--- config.mk ---
export PLATFORM = sky130hd
export DESIGN_NAME = alu_status_unit
export DESIGN_NICKNAME = d
export VERILOG_FILES = /design/src/rtl/alu_flags_pkg.sv /design/src/rtl/alu_arith.sv /design/src/rtl/alu_logic.sv /design/src/rtl/alu_status_gen.sv /design/src/rtl/alu_status_unit.sv
export SDC_FILE = /design/constraint.sdc
export NUM_CORES = 1
export LEC_CHECK = 0
export ABC_AREA = 1
export ABC_CLOCK_PERIOD_IN_PS = 4470
export BUFFER_PORTS_ARGS = -buffer_cell sky130_fd_sc_hd__buf_2
export CAP_MARGIN = 40
export CORE_ASPECT_RATIO = 0.7
export CORE_MARGIN = 2
export CORE_UTILIZATION = 45
export DETAILED_ROUTE_END_ITERATION = 7
export PLACE_DENSITY = 0.72
export SYNTH_ARGS = -nofsm -noshare
export SYNTH_HDL_FRONTEND = slang
export SYNTH_SLANG_ARGS = --single-unit
--- constraint.sdc ---
create_clock -name clk -period 4.47 [get_ports clk]
set_input_delay 0.2235 -clock clk [delete_from_list [all_inputs] [get_ports clk]]
set_output_delay 0.2235 -clock clk [all_outputs]
set_load 0.1 [all_outputs]
--- src/rtl/alu_flags_pkg.sv ---
package alu_flags_pkg;
    localparam logic [2:0] OP_ADD = 3'd0;
    localparam logic [2:0] OP_SUB = 3'd1;
    localparam logic [2:0] OP_AND = 3'd2;
    localparam logic [2:0] OP_OR  = 3'd3;
    localparam logic [2:0] OP_XOR = 3'd4;

    typedef struct packed {
        logic cf;
        logic pf;
        logic zf;
        logic sf;
        logic of;
    } status_t;
endpackage

--- src/rtl/alu_arith.sv ---
module alu_arith #(
    parameter int W = 8
) (
    input  logic [W-1:0] a,
    input  logic [W-1:0] b,
    input  logic         sub,
    output logic [W-1:0] sum,
    output logic         carry,
    output logic         ovf
);
    logic [W:0]   ext;
    logic [W-1:0] b_eff;

    always_comb begin
        ext   = sub ? ({1'b0, a} - {1'b0, b}) : ({1'b0, a} + {1'b0, b});
        b_eff = sub ? ~b : b;
        sum   = ext[W-1:0];
        carry = ext[W];
        ovf   = (a[W-1] == b_eff[W-1]) && (ext[W-1] != a[W-1]);
    end
endmodule

--- src/rtl/alu_logic.sv ---
module alu_logic #(
    parameter int W = 16
) (
    input  logic [W-1:0] a,
    input  logic [W-1:0] b,
    input  logic [2:0]   op,
    output logic [W-1:0] res
);
    import alu_flags_pkg::*;

    always_comb begin
        case (op)
            OP_AND:  res = a & b;
            OP_OR:   res = a | b;
            OP_XOR:  res = a ^ b;
            default: res = '0;
        endcase
    end
endmodule

--- src/rtl/alu_status_gen.sv ---
module alu_status_gen #(
    parameter int W     = 16,
    parameter int PAR_W = 8
) (
    input  logic [W-1:0] res,
    input  logic         word_mode,
    output logic         pf,
    output logic         zf,
    output logic         sf
);
    localparam int HALF = W / 2;

    always_comb begin
        pf = ~^res[PAR_W-1:0];
        zf = (res == '0);
        sf = word_mode ? res[W-1] : res[HALF-1];
    end
endmodule

--- src/rtl/alu_status_unit.sv ---
module alu_status_unit #(
    parameter int DATA_W = 16
) (
    input  logic              clk,
    input  logic              rst_n,
    input  logic [2:0]        op_sel,
    input  logic              word_mode,
    input  logic [DATA_W-1:0] opnd_a,
    input  logic [DATA_W-1:0] opnd_b,
    input  logic              flag_wr,
    output logic [DATA_W-1:0] result,
    output logic              flag_cf,
    output logic              flag_pf,
    output logic              flag_zf,
    output logic              flag_sf,
    output logic              flag_of
);
    import alu_flags_pkg::*;

    localparam int BYTE_W = DATA_W / 2;
    localparam int LANES  = 2;

    typedef struct packed {
        status_t flags;
    } state_t;

    state_t state_d, state_q;

    logic [DATA_W-1:0] lane_sum [LANES];
    logic              lane_c   [LANES];
    logic              lane_o   [LANES];
    logic [DATA_W-1:0] logic_res;
    logic [DATA_W-1:0] res_d;
    logic              is_sub;
    logic              pf_w, zf_w, sf_w;

    assign is_sub = (op_sel == OP_SUB);

    // lane 0: byte width, lane 1: word width
    for (genvar g = 0; g < LANES; g++) begin : g_lane
        localparam int LW = (g == 0) ? BYTE_W : DATA_W;
        logic [LW-1:0] s_w;
        alu_arith #(.W(LW)) u_arith (
            .a    (opnd_a[LW-1:0]),
            .b    (opnd_b[LW-1:0]),
            .sub  (is_sub),
            .sum  (s_w),
            .carry(lane_c[g]),
            .ovf  (lane_o[g])
        );
        assign lane_sum[g] = DATA_W'(s_w);
    end

    alu_logic #(.W(DATA_W)) u_logic (
        .a  (opnd_a),
        .b  (opnd_b),
        .op (op_sel),
        .res(logic_res)
    );

    alu_status_gen #(.W(DATA_W), .PAR_W(BYTE_W)) u_status (
        .res      (res_d),
        .word_mode(word_mode),
        .pf       (pf_w),
        .zf       (zf_w),
        .sf       (sf_w)
    );

    always_comb begin
        status_t nf;
        nf    = '0;
        res_d = '0;
        case (op_sel)
            OP_ADD, OP_SUB: begin
                res_d = lane_sum[word_mode];
                nf.cf = lane_c[word_mode];
                nf.of = lane_o[word_mode];
            end
            default: begin
                res_d = word_mode ? logic_res
                                  : {{BYTE_W{1'b0}}, logic_res[BYTE_W-1:0]};
            end
        endcase
        nf.pf   = pf_w;
        nf.zf   = zf_w;
        nf.sf   = sf_w;
        state_d = state_q;
        if (flag_wr) state_d.flags = nf;
    end

    always_ff @(posedge clk or negedge rst_n) begin
        if (!rst_n) state_q <= '0;
        else        state_q <= state_d;
    end

    assign result  = res_d;
    assign flag_cf = state_q.flags.cf;
    assign flag_pf = state_q.flags.pf;
    assign flag_zf = state_q.flags.zf;
    assign flag_sf = state_q.flags.sf;
    assign flag_of = state_q.flags.of;

    assert_flags_hold_R9: assert property (@(posedge clk) disable iff (!rst_n)
        !flag_wr |=> $stable({flag_cf, flag_pf, flag_zf, flag_sf, flag_of}));

    assert_logic_clears_R3: assert property (@(posedge clk) disable iff (!rst_n)
        (flag_wr && op_sel != OP_ADD && op_sel != OP_SUB) |=> (!flag_cf && !flag_of));

    assert_zero_flag_R6: assert property (@(posedge clk) disable iff (!rst_n)
        flag_wr |=> (flag_zf == ($past(result) == '0)));

    assert_sign_flag_R7: assert property (@(posedge clk) disable iff (!rst_n)
        flag_wr |=> (flag_sf == ($past(word_mode) ? $past(result[DATA_W-1])
                                                  : $past(result[BYTE_W-1]))));

    assert_parity_flag_R5: assert property (@(posedge clk) disable iff (!rst_n)
        flag_wr |=> (flag_pf == ~^$past(result[BYTE_W-1:0])));

    assert_byte_upper_R8: assert property (@(posedge clk) disable iff (!rst_n)
        !word_mode |-> (result[DATA_W-1:BYTE_W] == '0));
endmodule

==> impl_metrics.sql <==
INSERT INTO impl_metrics (metric_group, metric, value, unit) VALUES
('status', 'outcome', 'finished clean', ''),
('timing', 'maxSlewHeadroom', '46.5', '%'),
('final_layout', 'multiInputGateArea', '2270', 'sq um'),
('grt', 'grt_start_max_net_pins', '20', ''),
('power_and_ir_drop', 'sw_frac_of_total', '63.2', '%'),
('routing', 'antenna_left', '0', ''),
('timing', 'achievable-frequency', '0.279', 'GHz'),
('placement', 'place.detailed.hpwl', '7.31', 'mm'),
('yosys', 'synth-edff-count', '0', ''),
('timing', 'final.setup.worst_slack', '0.890', 'ns'),
('power_and_ir_drop', 'power_report.internal_total', '276', 'uW'),
('yosys', 'synthesis.nets', '588', ''),
('final_layout', 'ff_latch_area', '125', 'sq um'),
('routing', 'final_wl', '8.70', 'mm'),
('timing', 'rsz0062_at_grt', 'no', ''),
('cts', 'clk-insertion-delay-late', '0.22', 'ns'),
('power_and_ir_drop', 'vdd_ir_drop_max', '0.0969', 'mV'),
('cts', 'cts_tree', 'yes', ''),
('yosys', 'post_synth.cell_area_avg', '5.79', 'sq um'),
('yosys', 'synth.yosys.seq_area_share', '4.36', '%'),
('timing', 'final.setup_skew', '0', 'ns'),
('yosys', 'synthArstFlopShare', '100', '%'),
('routing', 'detailed_route_drc_error_count', '0', ''),
('floorplanning', 'die_height', '70.8', 'um'),
('cts', 'post-cts-setup-buffer-count', '0', ''),
('timing', 'whs', '0.227', 'ns'),
('yosys', 'synth_flop_cell', 'sky130_fd_sc_hd__dfrtp_1', ''),
('timing', 'setup-violations-final', '0', ''),
('yosys', 'synth_cells', '495', ''),
('cts', 'numClockSinks', '5', ''),
('power_and_ir_drop', 'share_clk_of_total_power', '11.4', '%'),
('cts', 'ctsHtreeMaxLevel', '1', ''),
('grt', 'vias_in_the_first_global_route', '2988', ''),
('yosys', 'mappedNetlistArea', '2870', 'sq um'),
('cts', 'clock_path_buffers', '2', ''),
('timing', 'final_min_period_over_clock_period', '80.1', '%'),
('floorplanning', 'design.die.area', '7040', 'sq um'),
('timing', 'timing.final.hold_violations', '0', ''),
('placement', 'portBuffers', '59', ''),
('floorplanning', 'num_rows', '24', ''),
('routing', 'drt-vias-per-instance', '5.16', ''),
('placement', 'finalWeightedCongestion', '0.979', ''),
('setup_path', 'critical_path.endpoint_type', 'primary output', ''),
('placement', 'place_worst_setup_slack', '0.923', 'ns'),
('floorplanning', 'num_io_pins', '60', ''),
('routing', 'first_iter_violations', '268', ''),
('final_layout', 'layout_area_growth_over_synthesis', '14.0', '%'),
('floorplanning', 'dieWidth', '99.4', 'um'),
('cts', 'clkTransAtPathRegs', '0.04', 'ns'),
('flow_run', 'drv.max_cap_violation_count', '0', ''),
('setup_path', 'crit_chain', 'buf_2, inv_1, ha_1, nand2_1, nor4_1, nand3_1, nand2_1, xor2_1, inv_1, ha_1, nand2_1, nor2_1, and2_1, nand2_1, nand2_1, nand2_1, nand3_1, nand2_1, inv_1, buf_2', ''),
('power_and_ir_drop', 'share_comb_of_total_power', '80.8', '%'),
('timing', 'worst_slew_pin_slew', '0.800', 'ns'),
('floorplanning', 'initial_utilization', '46.4', '%'),
('power_and_ir_drop', 'p_leak', '2.08', 'nW'),
('setup_path', 'worstSetupPathType', 'input port to primary output', ''),
('yosys', 'synth_largest_type_area_fraction', '23.1', '%'),
('final_layout', 'drive_gt1_share', '15.7', '%'),
('setup_path', 'critical_path.startpoint_type', 'input port', ''),
('setup_path', 'crit_arrival', '3.36', 'ns'),
('grt', 'grt_use_total', '24.9', '%'),
('floorplanning', 'fp.coreArea', '6190', 'sq um'),
('cts', 'cts_root_buf', 'sky130_fd_sc_hd__clkbuf_8', ''),
('power_and_ir_drop', 'power_per_cell_area', '230', 'nW/um^2'),
('setup_path', 'cp.required', '4.25', 'ns'),
('yosys', 'synth_top_cells_by_count', 'sky130_fd_sc_hd__nand2_1, sky130_fd_sc_hd__inv_1, sky130_fd_sc_hd__ha_1, sky130_fd_sc_hd__nor2_1, sky130_fd_sc_hd__nand3_1', ''),
('yosys', 'synth_area_leader_cell', 'sky130_fd_sc_hd__ha_1', ''),
('final_layout', 'nets', '648', ''),
('placement', 'dpl.cell_count', '627', ''),
('final_layout', 'final_cells', '632', ''),
('setup_path', 'worst_path_largest_cell_delay', '0.41', 'ns');
## worst paths after layout
kind / from / endpoint / slack [ns] / cells past startpoint
min in group asynchronous: rst_n / flag_cf / 0.36 / 2
setup reg to reg: flag_sf / flag_sf / 3.80 / 2
hold / removal: flag_wr / flag_sf / 0.23 / 2
max in group asynchronous: rst_n / flag_sf / 3.97 / 2
hold reg to reg: flag_of / flag_of / 0.47 / 2
setup / recovery: opnd_b[1] / result[15] / 0.89 / 20
## cell usage in the layout, fill, tap and decap left out, types with 2 or more instances in the layout
cell type and count:
sky130_fd_sc_hd__nand4_1 6, sky130_fd_sc_hd__o21ai_0 8, sky130_fd_sc_hd__nand2_1 141, sky130_fd_sc_hd__a221oi_2 2, sky130_fd_sc_hd__buf_2 59, sky130_fd_sc_hd__nor2_1 39, sky130_fd_sc_hd__inv_1 107, sky130_fd_sc_hd__dfrtp_1 5
sky130_fd_sc_hd__or2_0 4, sky130_fd_sc_hd__nor2_2 2, sky130_fd_sc_hd__nor4_1 2, sky130_fd_sc_hd__nand3_1 33, sky130_fd_sc_hd__or2_2 4, sky130_fd_sc_hd__xor2_1 17, sky130_fd_sc_hd__ha_1 53, sky130_fd_sc_hd__nor3_1 5
sky130_fd_sc_hd__nand2_2 4, sky130_fd_sc_hd__inv_2 4, sky130_fd_sc_hd__nand3_2 2, sky130_fd_sc_hd__clkbuf_8 3, sky130_fd_sc_hd__a31oi_1 10, sky130_fd_sc_hd__a21oi_1 19, sky130_fd_sc_hd__and2_1 3, sky130_fd_sc_hd__xnor2_1 2
sky130_fd_sc_hd__a221oi_1 3
## stage by stage
stage               area, sq um  util (%)
finish                     3270      52.9
global route               3270      52.9
CTS                        3270      52.9
detailed placement         3210      52.0
global placement           3210      52.0
floorplan                  2870         -
## routing by layer
| metal | vias to the layer above | global-route usage [%] | part of all wire [%] |
|---|---|---|---|
| li1 | 1666 | - | - |
| met1 | 1441 | 39.1 | 50 |
| met2 | 146 | 37.9 | 41 |
| met3 | 8 | 2.47 | 8.7 |
| met4 | 0 | 2.59 | 0.64 |
| met5 | - | 0 | 0 |
## power groups by stage
stage               Clock, mW  Combinational [mW]  Sequential [mW]
finish                 0.0859               0.607           0.0579
global route           0.0882               0.663           0.0584
CTS                    0.0852               0.602           0.0575
detailed placement          0               0.598           0.0578
global placement            0               0.592           0.0576
floorplan                   0               0.409            0.114
## cell families after synthesis
| family | Yosys count | synth area share, % |
|---|---|---|
| buf+inv | 118 | 16.6 |
| xor+xnor | 20 | 6.37 |
| simple gates | 250 | 38.4 |
| fa+ha+maj | 54 | 23.8 |
| flops | 5 | 4.36 |
| compound gates | 48 | 10.5 |
## registers in the layout, summed over array words and instances (netlist names)
name and cells:
flag_sf 1, flag_cf 1, flag_pf 1, flag_of 1, flag_zf 1
## cell type report
type	count	area share (%)
clock buffers	4	1.38
multi-input cells	372	69.3
well taps	78	2.99
flip-flops and latches	5	3.83
inverters	113	13.1
repair buffers	60	9.34
## critical path: cells and delay by family
family,cells,cell delay (ns)
and+or+nand+nor,12,1.63
buffers and inverters,5,0.76
adders and majority gates,2,0.58
xor gates and xnor gates,1,0.15
Power figures use the tool's default switching activity.
